$ cat config.mk
export PLATFORM = sky130hd
export DESIGN_NAME = interval_timer
export DESIGN_NICKNAME = d
export VERILOG_FILES = /design/src/rtl/interval_timer.sv
export SDC_FILE = /design/constraint.sdc
export NUM_CORES = 1
export LEC_CHECK = 0
export ABC_CLOCK_PERIOD_IN_PS = 1800
export CAP_MARGIN = 15
export CORE_MARGIN = 5
export CORE_UTILIZATION = 45
export CTS_CLUSTER_SIZE = 28
export DETAILED_ROUTE_END_ITERATION = 7
export PLACE_DENSITY = 0.72
export SLEW_MARGIN = 20
export SYNTH_ARGS = -nofsm -noshare
export SYNTH_HDL_FRONTEND = slang
export SYNTH_SLANG_ARGS = --single-unit
$ cat constraint.sdc
create_clock -name clk -period 1.8 [get_ports clk]
set_clock_uncertainty 0.2 [all_clocks]
set_input_delay 0.36 -clock clk [delete_from_list [all_inputs] [get_ports clk]]
set_output_delay 0.36 -clock clk [all_outputs]
set_load 0.01 [all_outputs]
$ cat src/rtl/interval_timer.sv
module interval_timer #(
  parameter int          CNT_W    = 6,
  parameter int          PRE_W    = 6,
  parameter logic [5:0]  PRE_TAPS = 6'b110000,
  parameter logic [5:0]  PRE_SEED = 6'b000001
) (
  input  logic             clk,
  input  logic             rst_n,
  input  logic             cyc_en,
  input  logic             load,
  input  logic [CNT_W-1:0] load_val,
  input  logic             test,
  output logic             done,
  output logic             skip
);

  localparam int             PERIOD = (1 << PRE_W) - 1;
  localparam logic [CNT_W-1:0] ONE  = {{(CNT_W-1){1'b0}}, 1'b1};

  function automatic logic [PRE_W-1:0] pre_next(input logic [PRE_W-1:0] s);
    pre_next = {s[PRE_W-2:0], ^(s & PRE_TAPS[PRE_W-1:0])};
  endfunction

  function automatic logic [PRE_W-1:0] pre_after(input logic [PRE_W-1:0] s, input int n);
    logic [PRE_W-1:0] v;
    v = s;
    for (int i = 0; i < n; i++) v = pre_next(v);
    pre_after = v;
  endfunction

  localparam logic [PRE_W-1:0] PRE_LAST = pre_after(PRE_SEED[PRE_W-1:0], PERIOD - 1);

  logic [PRE_W-1:0] pre;
  logic [CNT_W-1:0] cnt;
  logic             running;
  logic             step, tick, borrow;

  assign step   = running & cyc_en;
  assign tick   = step & (pre == PRE_LAST);
  assign borrow = tick & (cnt == '0);
  assign skip   = test & done;

  always_ff @(posedge clk or negedge rst_n) begin
    if (!rst_n) begin
      pre     <= PRE_SEED[PRE_W-1:0];
      cnt     <= '0;
      running <= 1'b0;
      done    <= 1'b0;
    end else if (load) begin
      pre     <= PRE_SEED[PRE_W-1:0];
      cnt     <= load_val;
      running <= 1'b1;
      done    <= 1'b0;
    end else if (step) begin
      pre <= pre_next(pre);
      if (borrow) begin
        running <= 1'b0;
        done    <= 1'b1;
      end else if (tick) begin
        cnt <= cnt - ONE;
      end
    end
  end

  a_r2_load_restarts: assert property (@(posedge clk) disable iff (!rst_n)
    load |=> (!done && running && pre == PRE_SEED[PRE_W-1:0]));

  a_r3_no_step_when_idle_cycle: assert property (@(posedge clk) disable iff (!rst_n)
    (!cyc_en && !load) |=> ($stable(pre) && $stable(cnt) && $stable(done)));

  a_r3_cnt_moves_by_one: assert property (@(posedge clk) disable iff (!rst_n)
    (running && !load) |=> (cnt == $past(cnt) || cnt == $past(cnt) - ONE));

  a_r4_done_only_from_zero: assert property (@(posedge clk) disable iff (!rst_n)
    $rose(done) |-> (!running && cnt == '0 && $past(pre) == PRE_LAST));

  a_r5_done_sticky: assert property (@(posedge clk) disable iff (!rst_n)
    (done && !load) |=> done);

  a_r5_idle_after_expiry: assert property (@(posedge clk) disable iff (!rst_n)
    (done && !load) |=> (!running && $stable(cnt) && $stable(pre)));

  a_r7_skip_needs_done: assert property (@(posedge clk) disable iff (!rst_n)
    skip |-> (done && test));

  a_r8_load_beats_expiry: assert property (@(posedge clk) disable iff (!rst_n)
    (load && borrow) |=> !done);

endmodule

==> results.ini <==
[routing]
drtPass1Iterations = 4
vias_per_cell = 5.68
route.detailed.drc = 0
initialDrtViolationCount = 16
via_count = 761
ant_nets = 0
drt-total-wl_mm = 2.18
wl_per_cell_um = 16.3

[timing]
fin_ws_ps = -116
relSlewSlack_pct = 74.6
finalSetupViolations = 7
min_period_ps = 1920
slew_violations = 0
whs_ps = 161
max_clock_freq_ghz = 0.522
rsz0062_at_grt = true
worstMarginPinSlew_ps = 376
fin_crit_sh_pct = 106
finalHoldViolCount = 0

[power_and_ir_drop]
ir_drop_mv = 0.335
p_clk_share_pct = 28.1
p_leak_nw = 0.539
power.switching_w = 0.000196
p_sw_share_pct = 28.3
power.internal_w = 0.000497
power.density_nw_per_um2 = 599
seq_power_share_pct = 51.1
power_w = 0.000693
share_comb_of_total_power_pct = 20.7

[layout]
area_delta_synth_final_pct = 47.8
multiInputGateArea_um2 = 465
regArea_um2 = 352
antenna_cells = 0
mostFrequentLayoutCells = nand2_1, buf_4, dfrtp_1, clkdlybuf4s50_1, nor2_1
drive_gt1_share_pct = 34.2
fillers = 131
fin_cells = 134
finalNetCount = 132

[min_path]
min_path_type = in -> async

[global_route]
grt_pass1_wl_mm = 3.50
antenna_found_initial = 0
grt_max_degree = 15
grt_use_total_pct = 18.4
grt-ovfl-total = 0
grt_pass1_vias = 746

[yosys]
yosys_warnings = 0
syn_avg_cell_area_um2 = 9.11
synth_nets = 100
synthCells = 86
ys_ff_latch = 14
synth.distinct_cells = 28
yosysSeqAreaShare_pct = 44.9
synth_area_um2 = 783

[worst_setup_path]
startpoint_type = flip-flop
cp_max_fo = 5
arrival_ps = 1930
critPathRequiredTime_ps = 1810
path_class = reg -> reg
cp-end-kind = flip-flop

[clock_tree]
cts-buffers-inserted = 3
cts_tree = done
clk_path_buf_depth = 2
clock_latency_ps = 290
cts.clk_slew.worst_paths_ps = 90
htreeDepth = 1
cts-root-buf = clkbuf_4
cts.sinks = 14

[floorplanning]
die_w_um = 51.7
design.core.area_um2 = 1690
start_util_pct = 46.4
rows = 15
die-height_um = 51.7
die_area_um2 = 2670
io_pins = 13

[placed_design]
place_congestion = 0.835
dp_hpwl_mm = 1.25
dp_cells = 122
portBuffers = 12

[run]
maxCapViolCount = 0

[outcome]
status = complete, but fails checks
violations = negative setup slack

==> metal layers <==
metal	GRT usage, %	part of all wire [%]	vias to the layer above
li1	-	-	369
met1	22.0	44	373
met2	30.7	50	14
met3	4.30	2.8	5
met4	9.17	2.5	0
met5	0	0	-
==> power by group through the flow <==
stage	Sequential, W	Clock, W	Combinational (W)
floorplan	0.000353	0	0.0000508
global placement	0.000355	0	0.000105
detailed placement	0.000356	0	0.000108
CTS	0.000353	0.000194	0.000123
global route	0.000357	0.000210	0.000155
finish	0.000354	0.000195	0.000144
==> flip-flops by register name, indices dropped and copies added (netlist names) <==
register / flops
cnt: 6
done: 1
pre: 6
running: 1
==> critical path: stages, from the launching register on <==
cell and delay (ps):
dfrtp_1 410, inv_2 80, ha_4 120, or3b_4 390, nor3_4 230, buf_4 170
o21ai_2 40, a31oi_1 180
==> through the flow <==
stage	setup WS (ps)	utilization (%)	instance area (um2)	setup TNS, ps
2_1_floorplan	3.06	-	783	0
3_3_place_gp	-341	58.1	981	-1930
3_5_place_dp	-411	58.1	981	-2040
4_1_cts	-89.8	64.1	1080	-241
5_1_grt	-193	68.5	1160	-1010
6_report	-116	68.5	1160	-441
==> area by class of cell <==
class | count | area share (%)
multi-input cells | 63 | 40.2
flip-flops and latches | 14 | 30.4
repair buffers | 31 | 23.7
clock buffers | 4 | 2.27
well taps | 17 | 1.84
inverters | 5 | 1.62
==> what timing repair did <==
item | in CTS | in global routing
resized for setup | 15 | 11
pin swaps | 8 | 10
buffers inserted | 4 | 4
hold buffers | 0 | 0
endpoints found under the setup margin | 9 | 9
==> cells by family after synthesis <==
family,synth area share (%)
compound gates,13.4
simple gates,31.2
fa+ha+maj,4.79
flops,44.9
buf+inv,5.75
==> cells in the mapped netlist <==
library cell / number / area (um2)
nand2_1: 16 / 60.1
dfrtp_1: 13 / 325
nor2_1: 8 / 30.0
a21oi_1: 6 / 30.0
inv_1: 5 / 18.8
o21ai_0: 5 / 25.0
a31oi_1: 4 / 25.0
ha_1: 3 / 37.5
or4_1: 3 / 22.5
and2_1: 2 / 12.5
clkbuf_1: 2 / 7.51
nand3_1: 2 / 10.0
nand4_1: 2 / 12.5
and4b_1: 1 / 10.0
buf_4: 1 / 7.51
buf_6: 1 / 11.3
dfstp_2: 1 / 26.3
nand2b_1: 1 / 6.26
nand4b_4: 1 / 23.8
nor3_1: 1 / 5.00
nor3_2: 1 / 10.0
nor3_4: 1 / 16.3
o211ai_1: 1 / 7.51
o311ai_0: 1 / 8.76
o311ai_1: 1 / 8.76
or3_1: 1 / 6.26
or3b_2: 1 / 8.76
or4b_1: 1 / 10.0
==> final timing paths <==
path,start,end,slack (ps),depth (start not counted)
hold reg to reg,pre[5],pre[5],340,2
min in group clk,pre[5],pre[5],340,2
max in group asynchronous,rst_n,pre[0],980,2
setup / recovery,cnt[1],cnt[0],-120,7
setup reg to reg,cnt[1],cnt[0],-120,7
hold / removal,rst_n,cnt[1],160,2
Power figures use the tool's default switching activity.
